`config.mk`:
```
export PLATFORM = sky130hd
export DESIGN_NAME = nic_cfg_regs
export DESIGN_NICKNAME = d
export VERILOG_FILES = /design/src/rtl/nic_cfg_pkg.sv /design/src/rtl/nic_cfg1_reg.sv /design/src/rtl/nic_pm_cap.sv /design/src/rtl/nic_cfg_rdmux.sv /design/src/rtl/nic_cfg_regs.sv
export SDC_FILE = /design/constraint.sdc
export NUM_CORES = 1
export LEC_CHECK = 0
export ABC_AREA = 1
export BUFFER_PORTS_ARGS = -buffer_cell sky130_fd_sc_hd__clkbuf_2
export CAP_MARGIN = 15
export CELL_PAD_IN_SITES_DETAIL_PLACEMENT = 0
export CELL_PAD_IN_SITES_GLOBAL_PLACEMENT = 2
export CORE_AREA = 4 4 75 77
export DETAILED_ROUTE_END_ITERATION = 10
export DIE_AREA = 0 0 79 81
export PLACE_DENSITY = 0.71
export SLEW_MARGIN = 20
export SYNTH_ARGS = -nofsm -noshare
export SYNTH_HDL_FRONTEND = slang
export SYNTH_SLANG_ARGS = --single-unit
```
`constraint.sdc`:
```
create_clock -name clk -period 0.8 [get_ports clk]
set_input_delay 0.12 -clock clk [delete_from_list [all_inputs] [get_ports clk]]
set_output_delay 0.12 -clock clk [all_outputs]
set_load 0.02 [all_outputs]
```
`src/rtl/nic_cfg_pkg.sv`:
```
package nic_cfg_pkg;
    localparam int BYTE_W = 8;

    // Bit positions inside the second configuration byte
    localparam int LED_HI  = 7;
    localparam int LED_LO  = 6;
    localparam int DRV_BIT = 5;
    localparam int WAK_BIT = 4;
    localparam int MEM_BIT = 3;
    localparam int IO_BIT  = 2;
    localparam int VPD_BIT = 1;
    localparam int PM_BIT  = 0;

    localparam logic [1:0] EEM_PROGRAM = 2'b11;

    typedef struct packed {
        logic [1:0] led;
        logic       drv;
        logic       wake;
        logic       vpd;
        logic       pm;
    } cfg1_t;
endpackage

```
`src/rtl/nic_cfg1_reg.sv`:
```
module nic_cfg1_reg
    import nic_cfg_pkg::*;
#(
    parameter int W = BYTE_W
) (
    input  logic         clk,
    input  logic         rst_n,
    input  logic [1:0]   led_init,
    input  logic         wr_hit,
    input  logic [W-1:0] wdata,
    input  logic [1:0]   eem_mode,
    input  logic         cmd_wr,
    output cfg1_t        state_q
);
    cfg1_t state_d;

    always_comb begin
        state_d = state_q;
        if (wr_hit) begin
            state_d.led  = wdata[LED_HI:LED_LO];
            state_d.drv  = wdata[DRV_BIT];
            state_d.wake = wdata[WAK_BIT];
            state_d.vpd  = wdata[VPD_BIT];
            if (eem_mode == EEM_PROGRAM) begin
                state_d.pm = wdata[PM_BIT];
            end
        end
        if (cmd_wr) begin
            state_d.drv = 1'b0;
        end
    end

    always_ff @(posedge clk) begin
        if (!rst_n) begin
            state_q <= '{led: led_init, drv: 1'b0, wake: 1'b0, vpd: 1'b0, pm: 1'b0};
        end else begin
            state_q <= state_d;
        end
    end
endmodule

```
`src/rtl/nic_pm_cap.sv`:
```
module nic_pm_cap
    import nic_cfg_pkg::*;
#(
    parameter int              W        = BYTE_W,
    parameter logic [W-1:0]    CAP_BASE = 8'h50,
    parameter logic [W-1:0]    PM_ID    = 8'h01,
    parameter logic [W-1:0]    NEXT_PTR = 8'h00
) (
    input  logic         pm_en,
    output logic         cap_new,
    output logic [W-1:0] cap_ptr,
    output logic [W-1:0] cap_id,
    output logic [W-1:0] cap_next,
    output logic         pm_regs_valid
);
    always_comb begin
        cap_new       = pm_en;
        pm_regs_valid = pm_en;
        cap_ptr       = pm_en ? CAP_BASE : '0;
        cap_id        = pm_en ? PM_ID    : '0;
        cap_next      = pm_en ? NEXT_PTR : '0;
    end
endmodule

```
`src/rtl/nic_cfg_rdmux.sv`:
```
module nic_cfg_rdmux
    import nic_cfg_pkg::*;
#(
    parameter int           W         = BYTE_W,
    parameter logic [W-1:0] CFG0_ADDR = 8'h51,
    parameter logic [W-1:0] CFG1_ADDR = 8'h52,
    parameter logic [W-1:0] CFG0_VAL  = 8'h10
) (
    input  logic [W-1:0] addr,
    input  cfg1_t        cfg1,
    input  logic         strap_mem,
    input  logic         strap_io,
    output logic [W-1:0] rdata
);
    logic [W-1:0] cfg1_byte;

    always_comb begin
        cfg1_byte                 = '0;
        cfg1_byte[LED_HI:LED_LO]  = cfg1.led;
        cfg1_byte[DRV_BIT]        = cfg1.drv;
        cfg1_byte[WAK_BIT]        = cfg1.wake;
        cfg1_byte[MEM_BIT]        = strap_mem;
        cfg1_byte[IO_BIT]         = strap_io;
        cfg1_byte[VPD_BIT]        = cfg1.vpd;
        cfg1_byte[PM_BIT]         = cfg1.pm;
        if (addr == CFG0_ADDR) begin
            rdata = CFG0_VAL;
        end else if (addr == CFG1_ADDR) begin
            rdata = cfg1_byte;
        end else begin
            rdata = '0;
        end
    end
endmodule

```
`src/rtl/nic_cfg_regs.sv`:
```
module nic_cfg_regs
    import nic_cfg_pkg::*;
#(
    parameter int           W         = BYTE_W,
    parameter logic [W-1:0] CFG0_ADDR = 8'h51,
    parameter logic [W-1:0] CFG1_ADDR = 8'h52
) (
    input  logic         clk,
    input  logic         rst_n,
    input  logic [W-1:0] reg_addr,
    input  logic [W-1:0] reg_wdata,
    input  logic         reg_we,
    output logic [W-1:0] reg_rdata,
    input  logic [1:0]   eeprom_led,
    input  logic         strap_mem_map,
    input  logic         strap_io_map,
    input  logic [1:0]   eem_mode,
    input  logic         pci_cmd_wr,
    output logic [1:0]   led_mode_o,
    output logic         wake_mode_o,
    output logic         vpd_en_o,
    output logic         pm_en_o,
    output logic         cap_new,
    output logic [W-1:0] cap_ptr,
    output logic [W-1:0] cap_id,
    output logic [W-1:0] cap_next,
    output logic         pm_regs_valid
);
    cfg1_t cfg1_q;
    logic  cfg1_hit;

    assign cfg1_hit = reg_we && (reg_addr == CFG1_ADDR);

    nic_cfg1_reg #(.W(W)) u_cfg1 (
        .clk      (clk),
        .rst_n    (rst_n),
        .led_init (eeprom_led),
        .wr_hit   (cfg1_hit),
        .wdata    (reg_wdata),
        .eem_mode (eem_mode),
        .cmd_wr   (pci_cmd_wr),
        .state_q  (cfg1_q)
    );

    nic_cfg_rdmux #(.W(W), .CFG0_ADDR(CFG0_ADDR), .CFG1_ADDR(CFG1_ADDR)) u_rdmux (
        .addr      (reg_addr),
        .cfg1      (cfg1_q),
        .strap_mem (strap_mem_map),
        .strap_io  (strap_io_map),
        .rdata     (reg_rdata)
    );

    nic_pm_cap #(.W(W)) u_cap (
        .pm_en         (cfg1_q.pm),
        .cap_new       (cap_new),
        .cap_ptr       (cap_ptr),
        .cap_id        (cap_id),
        .cap_next      (cap_next),
        .pm_regs_valid (pm_regs_valid)
    );

    assign led_mode_o  = cfg1_q.led;
    assign wake_mode_o = cfg1_q.wake;
    assign vpd_en_o    = cfg1_q.vpd;
    assign pm_en_o     = cfg1_q.pm;
endmodule

```
==> results.md <==
* Die H at 81 µm
* Register area share after synthesis at 0.2227
* # rows at 26
* Clock Path Buffers at 2
* Final Cycle Share at 1.453
* Highest routed layer: met4
* Nets at 174
* Clock transition at the registers of the reported paths at 0.04 ns
* Vias in the first global route at 594
* First-pass GRT wire length at 2601 µm
* Hold Crit Class: in2reg
* DR vias/cell at 3.037
* Top Family by Delay on Critical Path: buffers and inverters
* Hold buffers post-CTS at 0
* Yosys cell types at 14
* Area growth syn-to-layout at 91.45%
* Met3 Routed Length at 182 µm
* VDD IR max at 0.3102 mV
* Clock skew at 0 ns
* DR pass1 iterations at 4
* Hold Violations, Final at 0
* Initial core utilization at 0.1256
* Antenna cells at 0
* Pleak at 0.5850 nW
* Critical Path Max Stage Delay at 0.23 ns
* Top_reg_cell synth: dfxtp_1
* Final min period at 1.163 ns
* Metal1 wirelength at 622 µm
* Post-synthesis mux area share at 0
* WHS Path Cells at 3
* FF-to-FF End: u_cfg1.state_q[2]
* Area of the die at 6399 µm²
* Flops & latches, synth at 6
* PD cells at 951.8 nW/µm²
* Hold slack final at 0.1266 ns
* Largest family of logic cells by synthesized area: buffers and inverters
* Xor/xnor cell area share of the yosys netlist at 0
* Pre-CTS WS at -0.3804 ns
* Worst-path cell chain: buf_8 -> nor2_4 -> nand2_2 -> nor2_4 -> clkinvlp_4 -> nor2_2 -> buf_4
* Met2 routed WL at 874 µm
* Startpoint class of the critical path: input pin
* Clk root buf: clkbuf_8
* Clk sink count at 6
* Kind of critical path: in2out
* Placed insts at 213
* Post-synthesis cell count at 100
* Synth Area in Simple Gates at 0.2903
* Layout cell share with drive strength beyond 1 at 0.5918
* FMAX at 0.8601 GHz
* Max reg flops at 6
* Via count at 659
* Most frequent cell after synthesis: buf_4
* Syn avg cell area at 6.294 µm²
* Number of synthesized flops with an enable pin at 2
* Post-synthesis compound-gate area fraction at 0.03976
* FF-to-FF setup slack at 0.15 ns
* Worst r2r path cells at 3
* Hold endpoint: u_cfg1.state_q[3]
* Setup_tns at -3.935 ns
* DRC at 0
* Worst-Skew Late Latency at 0.22 ns
* Mapped cell area at 629.4 µm²
* Final std cells w/o fill at 217
* Post-synth top area share at 0.3340
* Top flop regs: u_cfg1.state_q: 6 flops
* Synth warn at 0
* Top post-synthesis cells by area: buf_4 33%, dfxtp_1 13%, inv_1 11%, nand2_1 11%, edfxtp_1 9.5%
* Failing checks: setup timing
* RSZ-0062 raised after global routing: true
* Largest net degree at the start of global routing at 9
* Biggest register: u_cfg1.state_q
* Hold Startpoint: reg_wdata[5]
* IO Port Bufs at 41
* Setup ws final at -0.3626 ns
* Post-Route WL at 1732 µm
* Crit path max fanout at 7
* Max Slew Vio Count at 0
* Die W at 79 µm
* I/O pins at 65
* Origin of the critical flop-to-flop path: u_cfg1.state_q[2]
* CP Data Required Time at 0.68 ns
* Initial antenna violation count at 0
* CP max stage cell: clkinvlp_4
* CTS tree: done
* FFs w/ async S/R, synth at 0
* Routability cong. at 0.6621
* Final setup vio count at 20
* Grt ovf at 0
* Synth top cells by count: 28 x buf_4, 18 x inv_1, 18 x nand2_1
* Status: complete, but fails checks
* Max-cap check violation count at 0
* Num CTS Buffers at 3
* Worst setup EP type: output pin
* Routed len/inst at 7.982 µm
* Placeable Area at 5010 µm²
* Worst Path Buf+Inv at 3
* Post-route ant nets at 0
* Adder-Cell Fraction of Synth Area at 0
* Placed wire-length estimate at 1529 µm
* DRT iter0 DRCs at 11
* H-tree depth at 1
* Yosys top cell by area: buf_4
* WP data arrival at 1.04 ns
* Gr usage total at 0.05256
* Most common cell on crit path: nor2_4
-- tightest hold or removal path, delay by kind of cell --
kind | cells | cell delay, ns
AND/OR/NAND/NOR | 2 | 0.11
buffers and inverters | 1 | 0.08
-- cell type report --
cell class / instances / area [µm²]
Sequential cell: 6 / 146.4
Timing Repair Buffer: 51 / 456.7
Fill cell: 582 / 3805
Multi-Input combinational cell: 68 / 380.4
Clock buffer: 4 / 45.04
Inverter: 18 / 88.84
Tap cell: 70 / 87.58
-- through the flow --
| step | utilization | cell area, µm² | total power, mW |
|---|---|---|---|
| floorplan | - | 750.7 | 0.5771 |
| global placement | 0.1813 | 908.4 | 0.6015 |
| detailed placement | 0.1813 | 908.4 | 0.6032 |
| CTS | 0.2150 | 1077 | 1.121 |
| global route | 0.2405 | 1205 | 1.211 |
| finish | 0.2405 | 1205 | 1.147 |
-- routing by layer --
metal	up-vias	track usage
met5	-	0
met4	0	0.03608
met3	5	0.01109
met2	36	0.08333
met1	278	0.06366
li1	340	-
-- cells by family after synthesis --
kind of cell | Yosys count
AO/OA/AOI/OAI | 5
buffers and inverters | 46
flip-flops | 6
other | 1
AND/OR/NAND/NOR | 42
-- what timing repair did --
item                                    CTS  global route
endpoints found under the setup margin   24            26
pin swaps                                 6             8
cloned                                    0             0
endpoints found under the hold margin     0             0
buffers inserted                          0             1
gates resized for setup                  31            63
-- layout by cell type (no fill, tap or decap) --
cell	instances
dfxtp_2	2
edfxtp_1	2
o21ai_0	1
clkinvlp_4	1
a21oi_1	1
buf_8	10
dfxtp_4	1
inv_1	12
buf_6	11
clkbuf_1	1
a21oi_2	1
nand2_1	10
dfxtp_1	1
inv_4	1
nand4_1	1
conb_1	21
nor2_4	7
o21ai_1	2
clkbuf_2	17
nor2_2	7
inv_2	2
nor2_1	5
buf_4	13
inv_8	2
nand3_4	1
nand2_4	1
nand3_1	3
nand2_2	7
clkbuf_8	3
-- how the worst max path moves through the flow --
stage	from	endpoint	slack (ns)	cells after the start
after floorplan	reg_addr[3]	reg_rdata[0]	-0.13	5
after global placement	reg_addr[0]	reg_rdata[0]	-0.38	7
after detailed placement	reg_addr[0]	reg_rdata[1]	-0.38	7
after CTS	reg_addr[0]	reg_rdata[1]	-0.38	7
after global routing	reg_addr[3]	reg_rdata[2]	-0.46	7
final	reg_addr[5]	reg_rdata[2]	-0.36	7
-- report_power, final --
part / switching [mW] / leakage, nW / internal (mW)
logic: 0.201 / 0.509 / 0.134
clock network: 0.140 / 0.0228 / 0.344
registers: 0.00583 / 0.0533 / 0.323
No activity file was read; power rests on OpenSTA's default activity.
